--- src/rtl/rtc_alarm_match.sv ---
module rtc_alarm_match #(
  parameter int AW   = 4,
  parameter int BASE = 8,
  parameter int CTRL = 14
) (
  input  logic          clk,
  input  logic          rst_n,
  input  logic          tick,
  input  logic [6:0]    now_sec,
  input  logic [6:0]    now_min,
  input  logic [6:0]    now_hour,
  input  logic [6:0]    now_wday,
  input  logic [6:0]    now_day,
  input  logic [6:0]    now_mon,
  input  logic          wr_en,
  input  logic [AW-1:0] wr_addr,
  input  logic [7:0]    wr_data,
  input  logic [AW-1:0] rd_addr,
  output logic [7:0]    rd_data,
  output logic          irq
);
  localparam int NF       = 6;
  localparam int EN_BIT   = 7;
  localparam int FLAG_BIT = 0;
  localparam int IE_BIT   = 3;

  logic [NF-1:0][7:0] alm;
  logic [NF-1:0][6:0] now_v;
  logic [NF-1:0]      fld_ok;
  logic [NF-1:0]      fld_en;
  logic               any_en, hit, prev_hit, set_ev, clr_wr, ctrl_wr;
  logic               flag, aie;

  assign now_v = {now_mon, now_day, now_wday, now_hour, now_min, now_sec};

  for (genvar i = 0; i < NF; i++) begin : g_fld
    assign fld_en[i] = alm[i][EN_BIT];
    assign fld_ok[i] = !fld_en[i] || (alm[i][6:0] == now_v[i]);
  end

  assign any_en  = |fld_en;
  assign hit     = any_en && (&fld_ok);
  assign set_ev  = tick && hit && !prev_hit;
  assign ctrl_wr = wr_en && (wr_addr == AW'(CTRL));
  assign clr_wr  = ctrl_wr && !wr_data[FLAG_BIT];

  always_ff @(posedge clk or negedge rst_n) begin
    if (!rst_n) begin
      alm      <= '0;
      aie      <= 1'b0;
      flag     <= 1'b0;
      prev_hit <= 1'b0;
    end else begin
      for (int i = 0; i < NF; i++)
        if (wr_en && wr_addr == AW'(BASE + i)) alm[i] <= wr_data;
      if (ctrl_wr) aie <= wr_data[IE_BIT];
      if (tick) prev_hit <= hit;
      flag <= set_ev || (flag && !clr_wr);
    end
  end

  always_comb begin
    rd_data = '0;
    for (int i = 0; i < NF; i++)
      if (rd_addr == AW'(BASE + i)) rd_data = alm[i];
    if (rd_addr == AW'(CTRL)) begin
      rd_data[FLAG_BIT] = flag;
      rd_data[IE_BIT]   = aie;
    end
  end

  assign irq = flag && aie;
endmodule


--- config.mk ---
export PLATFORM = sky130hd
export DESIGN_NAME = rtc_alarm_match
export DESIGN_NICKNAME = d
export VERILOG_FILES = /design/src/rtl/rtc_alarm_match.sv
export SDC_FILE = /design/constraint.sdc
export NUM_CORES = 1
export LEC_CHECK = 0
export BUFFER_PORTS_ARGS = -buffer_cell sky130_fd_sc_hd__buf_2
export CORE_UTILIZATION = 51
export CTS_CLUSTER_DIAMETER = 50
export DETAILED_ROUTE_END_ITERATION = 8
export GPL_TIMING_DRIVEN = 0
export PLACE_DENSITY = 0.77
export SLEW_MARGIN = 20
export SYNTH_ARGS = -nofsm -noshare
export SYNTH_HDL_FRONTEND = slang
export SYNTH_SLANG_ARGS = --single-unit
--- constraint.sdc ---
create_clock -name clk -period 3.4 [get_ports clk]
set_input_delay 0.34 -clock clk [delete_from_list [all_inputs] [get_ports clk]]
set_output_delay 0.34 -clock clk [all_outputs]
set_load 0.01 [all_outputs]
## Yosys cells after proc, flatten, opt, wreduce, memory -nomap -nowiden

Cells that the tools add are included.

- Output and inout port bits: 9
- Flip-flop bits (word level): 51

- Reduce and logical (&&, ||, !) cells: 31
- Muxes and demuxes: 8
- Equality and inequality tests: 20

Operators by type and width:

| cell | number |
|---|---|
| == test 4 bit, second input constant | 14 |
| two-way mux 8 bit | 6 |
| == test 7 bit | 6 |
| logical AND 1 bit | 13 |
| logical NOT 1 bit | 9 |
| logical OR 1 bit | 7 |
| AND reduction 6 bit | 1 |
| OR reduction 6 bit | 1 |
| two-way mux 1 bit | 2 |

## Longest topological paths before layout

Gate-level depths: netlist (run 1).

- Word-level depth: 8
- Mapped depth: 6
- Mapped depth without buffers: 5

## Worst setup path before layout (run 1)

No wires, ideal clock.

- Path kind: input -> output
- From: in rd_addr[0]
- To: out rd_data[3]
- Buffers on the path: 2
- Slack: 1734 ps
- Cell stages on the path: 6
- Data arrival time: 1326 ps
- Path through: buf_4 buf_2 o21ai_0 o211ai_1 o21ai_0 a21boi_0

- Cells in the longest elaborated chain, start to end: 8
- Elaborated cells between the ends (all ways): 14
- Those cells by class: eq/ne: 7; mux: 7

RTL lines:

| what | RTL line | source |
|---|---|---|
| from (decl) | 18 | `input logic [AW-1:0] rd_addr,` |
| == test 4 bit | 65 | `if (rd_addr == AW'(BASE + i)) rd_data = alm[i];` |
| two-way mux 8 bit (6 in a row) | 65 |  |
| two-way mux 1 bit (*) | 66 | `if (rd_addr == AW'(CTRL)) begin` |
| to (decl) | 19 | `output logic [7:0] rd_data,` |

Every way passes the cells marked *; elsewhere a longest branch is shown, timed or not.

## Worst setup path after layout (run 1)

- From: reg alm[19] (netlist bit)
- To: out rd_data[3]

- Cells in the longest elaborated chain, start to end: 5

RTL lines:

| what | RTL line | source |
|---|---|---|
| from (decl) | 27 | `logic [NF-1:0][7:0] alm;` |
| from (signal, indexed assignment) | 55 | `if (wr_en && wr_addr == AW'(BASE + i)) alm[i] <= wr_data;` |
| two-way mux 8 bit (4 in a row) | 65 |  |
| two-way mux 1 bit | 66 |  |

Every way passes these cells.

==> metrics.txt, run 1 <==
Ports=71; flop2flop setup slack=1.58 ns; crit path DAT=1.64 ns; R2R Path Start=alm[41]; count of pins over their slew limit=0; Final Non-Filler Cells=373; synth top area cells=dfrtp_1 43%, mux2_2 13%, mux2_4 8.2%; data required time of the worst path=3.06 ns; critical path class=reg2out; Mapped Cells=224; Setup WS pre-CTS=1.46 ns; FMAX=0.505 GHz; worst r2r path cells=5; max capacitance violation total=0; Flop pwr share=46.3%; Switch Pwr=0.565 mW; yosys warns=0; Power Density=551 nW/µm²; Final Critical Period=1.98 ns; CP Capture Type=output pin; setup ws final=1.42 ns; Hold-fix buffers, CTS=0; CP Launch Type=register; core box area=5540 µm²; clock share of power=25.9%; Max rail drop VDD=0.330 mV; clock sink count=51; layout cells sized above 1=47.8%; EDFF count, synth=0; Top FF cell, synth=dfrtp_1; Gate power share=27.8%; worst hold margin=0.0418 ns; drt pass-1 iters=4; Netlist Area Pre-Place=2930 µm²; switch share=29.2%; Routed Antenna Nets=0; HP Class=in2async; RSZ-0062 raised after global routing=false; DPL Wire Length=5.20 mm; internal power=1.37 mW; initial core utilization=53.0%; n_diodes=0; TritonCTS clock tree=done; final-report hold violation count=0; library cells used by synthesis=33; GP Congestion=0.883; final setup violation count=0; clock-pin slew on the worst setup and hold paths=0.10 ns; Die Y=77.9 µm; worst rel slew slack=57.7%; vias in the first global route=2034; setup TNS=0 ns; Routed WL per cell=18.5 µm; site row count=27; via density per instance=5.58; Die ar.=6060 µm²; H-tree levels=2; worst reg2reg endpoint=flag; nets@finish=362; Worst Skew=0.00894 ns; DP Area=3370 µm²; run status=finished, final reports clean; PortBufs=69; first-pass GRT wire length=10.8 mm; Num CTS Buffers=5; DRC marker count from the first detailed-route iteration=139; Syn Nets=286; setup bufs post-CTS=0; Leakage Power=1.62 nW; maximum root-to-sink buffer count=2; syn avg cell area=13.1 µm²; grt ovf=0; CTS root buf=clkbuf_8; initial antenna violation count=0; crit-path max FO=3; largest net degree at the start of global routing=52; later-pin clock latency in the skew report=0.32 ns; Routed WL=6.88 mm; Cell Count Post-Placement=365; post-synthesis sequential area ratio=43.5%; die width=77.9 µm; Yosys top cell by area=dfrtp_1; overall routing resource usage=24.3%; post-CTS sizing=0; area share of the largest cell type after synthesis=43.5%; Least-Margin Pin Slew=0.635 ns; DRC=0; Vias=2083; Final Instance Area=3510 µm²; area grow syn2layout=19.6%; period utilization=58.2%; Post-synth ARST share=100%; synthesis-stage register bit count=51
[registers in the layout, indices dropped and copies added (netlist names)]
signal    flops
aie           1
alm          48
flag          1
prev_hit      1
[cell type report]
cell class	count	area [µm²]
flip-flops and latches	51	1280
clock inverters	3	67.6
clock buffers	5	68.8
plain buffers	5	40.0
well taps	72	90.1
repair buffers	69	348
fillers	478	2030
inverters	7	26.3
multi-input cells	161	1590
[synthesized netlist by cell type, drive strengths merged, types with 2 or more instances]
library cell and n:
xnor2 27, mux4 7, dfrtp 51, o211ai 2, buf 5, nand2b 4
o31ai 2, nand3 2, mux2i 8, nor2 6, mux2 49, o41ai 5
o21ai 2, inv 7, or3 2, o22ai 8, xor2 15, nand2 4
nor2b 2, nand4 8
[worst max path at each step]
stage                          start         end  slack [ns]  depth (start not counted)
after floorplan           rd_addr[0]  rd_data[3]        1.73                          6
after CTS                 rd_addr[1]  rd_data[3]        1.43                          8
final                        alm[19]  rd_data[3]        1.42                          6
after detailed placement  rd_addr[1]  rd_data[3]        1.46                          8
after global placement    rd_addr[1]  rd_data[3]        1.48                          8
after global routing      rd_addr[1]  rd_data[3]        1.32                          8
[worst max-delay path, cell delays in order (launching register included)]
cell       delay (ns)
dfrtp_1          0.43
mux2i_1          0.10
a2bb2oi_1        0.14
o211ai_1         0.17
o21ai_0          0.10
a21boi_0         0.21
buf_2            0.17
[kinds of logic (layout without fill, tap and decap cells)]
logic type / after synthesis / in the layout / synth area share (%)
flops: 51 / 51 / 43.5
compound gates: 22 / 22 / 5.46
xor+xnor: 42 / 42 / 12.5
mux: 64 / 64 / 29.0
simple gates: 33 / 33 / 7.29
buf+inv: 12 / 89 / 2.26
[power by group through the flow]
stage,clock [mW],sequential (mW),combinational (mW)
5_1_grt,0.538,0.918,0.578
2_1_floorplan,0,0.859,0.390
3_3_place_gp,0,0.897,0.522
3_5_place_dp,0,0.906,0.536
4_1_cts,0.507,0.893,0.540
6_report,0.501,0.895,0.537
[metrics by stage]
| stage | power, mW | util (%) |
|---|---|---|
| 2_1_floorplan | 1.25 | - |
| 3_3_place_gp | 1.42 | 60.8 |
| 3_5_place_dp | 1.44 | 60.9 |
| 4_1_cts | 1.94 | 63.3 |
| 5_1_grt | 2.03 | 63.3 |
| 6_report | 1.93 | 63.3 |
[cell usage in the layout (no fill, tap or decap), types with 4 or more instances in the layout]
master / instances
nand2b_1: 4
o41ai_1: 5
dfrtp_1: 51
mux4_2: 7
mux2_2: 33
xnor2_1: 27
mux2i_1: 8
mux2_4: 16
inv_1: 7
o22ai_1: 8
nand4_1: 8
xor2_1: 15
nor2_2: 4
clkbuf_8: 5
buf_2: 70
nand2_1: 4
[per-layer routing]
metal	wire length [µm]	part of all wire [%]	GRT usage, %	up-vias
met3	384	5.6	4.71	11
met5	0	0	0	-
met2	3150	46	37.8	80
li1	-	-	-	972
met4	159	2.3	8.87	0
met1	3190	46	33.9	1020
Power figures use the tool's default switching activity.
==> inputs of run 2 (changes only) <==
==> constraint.sdc (replaced) <==
create_clock -name clk -period 1.9 [get_ports clk]
set_input_delay 0.19 -clock clk [delete_from_list [all_inputs] [get_ports clk]]
set_output_delay 0.19 -clock clk [all_outputs]
set_load 0.01 [all_outputs]
==> run 2 against run 1 <==
  * Total power increased by 79%
  * Via count up 0.29%
  * Global-route usage unchanged
  * First-iteration DRC count is 0.72% higher
  * Clock skew shrank 0.0018 ns
  * Cell count is 0.54% higher
  * Register-to-register slack got worse by 1.5 ns
  * Sequential cell count unchanged
  * Sequential share of layout area decreased by 0.18 points
  * Count of clock-buffer cells in the layout unchanged
==> metrics.txt, run 2 (synthesis gave the netlist of run 1 again) <==
Routed WL=6.86 mm (-0.33%); critical path class=reg2reg; data required time of the worst path=2.13 ns (-0.93 ns); Leakage Power=1.63 nW (+0.56%); n_diodes=0 (unchanged); CTS root buf=clkbuf_8; Switch Pwr=1.01 mW (+78%); vias in the first global route=2034 (unchanged); via density per instance=5.57 (-0.25%); max incr delay on CP=0.45 ns (+0.02 ns); first-pass GRT wire length=10.8 mm (unchanged); FMAX=0.559 GHz; period utilization=94.1%; max capacitance violation total=0 (unchanged); hold_sp=tick; GP Congestion=0.883 (unchanged); post-CTS sizing=0 (unchanged); Layout Utilization=63.6% (+0.32 points); layout cells sized above 1=47.9% (about the same); RSZ-0062 raised after global routing=false; die width=77.9 µm (unchanged); Hold Path Depth=2; slowest library cell on the worst path=o41ai_1; R2R Path Start=alm[41]; area grow syn2layout=20.2%; H-tree levels=2 (unchanged); HP Class=in2reg; Num CTS Buffers=5 (unchanged); count of pins over their slew limit=0 (unchanged); clock share of power=25.8% (about the same); crit-path max FO=3 (unchanged); clock-pin slew on the worst setup and hold paths=0.10 ns (about the same); most used cell, CP=nand4_1; CP Cell Sequence=xnor2_1, nand4_1, o41ai_1, nand4_1, o31ai_1; worst rel slew slack=58.2% (+0.57 points); Largest register FFs=48 (unchanged); Max rail drop VDD=0.594 mV (+80%); final-report hold violation count=0 (unchanged); worst r2r path cells=5 (unchanged); drt pass-1 iters=4 (unchanged); nets@finish=364 (+0.55%); TritonCTS clock tree=done; switch share=29.1% (-0.12 points); largest net degree at the start of global routing=52 (unchanged); later-pin clock latency in the skew report=0.32 ns (about the same); commonest non-fill, non-tap cell in the layout=buf_2; DRC marker count from the first detailed-route iteration=140 (+0.72%); Routed Antenna Nets=0 (unchanged); CP Capture Type=register; Crit path depth=5 (-1); maximum root-to-sink buffer count=2 (unchanged); CP bufs+invs=0 (-1); Die ar.=6060 µm² (unchanged); CP Launch Type=register; clock sink count=51 (unchanged); PortBufs=69 (unchanged); Ports=71 (unchanged); initial antenna violation count=0 (unchanged); DRC=0 (unchanged); overall routing resource usage=24.3% (unchanged); DPL Wire Length=5.20 mm (unchanged); setup TNS=0 ns (unchanged); CP delay by family, top=compound AO/OA/AOI/OAI gates; Final Critical Period=1.79 ns; final setup violation count=0 (unchanged); initial core utilization=53.0% (unchanged); internal power=2.45 mW (+79%); hold endpoint=prev_hit; Power Density=982 nW/µm² (+78%); Routed WL per cell=18.3 µm (-0.87%); worst reg2reg endpoint=flag; Gate power share=28.0% (+0.2 points); Flop pwr share=46.1% (-0.2 points); largest register by flop count=alm; run status=finished, final reports clean; crit path DAT=2.02 ns (+0.38 ns); core box area=5540 µm² (unchanged); most frequent cells in the layout=70 x buf_2, 51 x dfrtp_1, 33 x mux2_2, 27 x xnor2_1, 16 x mux2_4; flop2flop setup slack=0.11 ns (-1.47 ns); grt ovf=0 (unchanged); site row count=27 (unchanged); Least-Margin Pin Slew=0.626 ns (-0.00851 ns); Die Y=77.9 µm (unchanged); Vias=2089 (+0.29%); Worst Skew=0.00709 ns (-0.00185 ns)
run 2: cell count changes in the layout (fill, tap and decap cells not counted):
cell / delta
dlygate4sd3_1: +1
buf_4: +1
run 2: area by class of cell:
| class | instances | area, µm² |
|---|---|---|
| clock inverter | 3 | 67.6 |
| clock buffer | 5 | 68.8 |
| buffer | 5 | 40.0 |
| sequential | 51 | 1280 |
| inverter | 7 | 26.3 |
| tap | 72 | 90.1 |
| timing repair buffer | 71 | 365 |
| fill | 478 | 2010 |
| multi-input combinational | 161 | 1590 |
run 2: how the worst max path moves through the flow:
| stage | from | to | slack (ns) |
|---|---|---|---|
| final | alm[41] | flag | 0.11 |
| after global routing | alm[3] | rd_data[3] | 0.01 |
| after CTS | alm[19] | rd_data[3] | 0.08 |
| after detailed placement | alm[41] | flag | 0.17 |
| after global placement | alm[35] | flag | 0.20 |
| after floorplan | rd_addr[0] | rd_data[3] | 0.53 |
run 2: routing by layer:
| layer | global-route usage (%) | share of wire, % | routed length (µm) |
|---|---|---|---|
| met5 | 0 | 0 | 0 |
| met4 | 8.87 | 2.3 | 161 |
| met3 | 4.71 | 6.7 | 457 |
| met2 | 37.8 | 46 | 3170 |
| met1 | 33.9 | 45 | 3070 |
run 2: repair_timing:
item / CTS / global route
endpoints found under the hold margin: 51 / 0
setup endpoints to repair: 0 / 1
hold buffers: 1 / 0
buffers inserted: 0 / 1
run 2: power groups by stage:
stage / registers [mW] / clock network (mW) / logic [mW]
after floorplan: 1.54 / 0 / 0.699
after global placement: 1.60 / 0 / 0.934
after detailed placement: 1.62 / 0 / 0.959
after CTS: 1.60 / 0.907 / 0.967
after global routing: 1.64 / 0.962 / 1.05
final: 1.60 / 0.894 / 0.971
run 2: stage by stage:
stage | std cells | setup WS [ns] | hold WS [ns] | total power, mW | instance area [µm²]
after floorplan | 224 | 0.534 | -0.106 | 2.24 | 2930
after global placement | 365 | 0.201 | 0.420 | 2.54 | 3370
after detailed placement | 365 | 0.171 | 0.255 | 2.58 | 3370
after CTS | 374 | 0.0837 | 0.0923 | 3.47 | 3520
after global routing | 375 | 0.0113 | 0.103 | 3.65 | 3530
final | 375 | 0.113 | 0.0916 | 3.46 | 3530
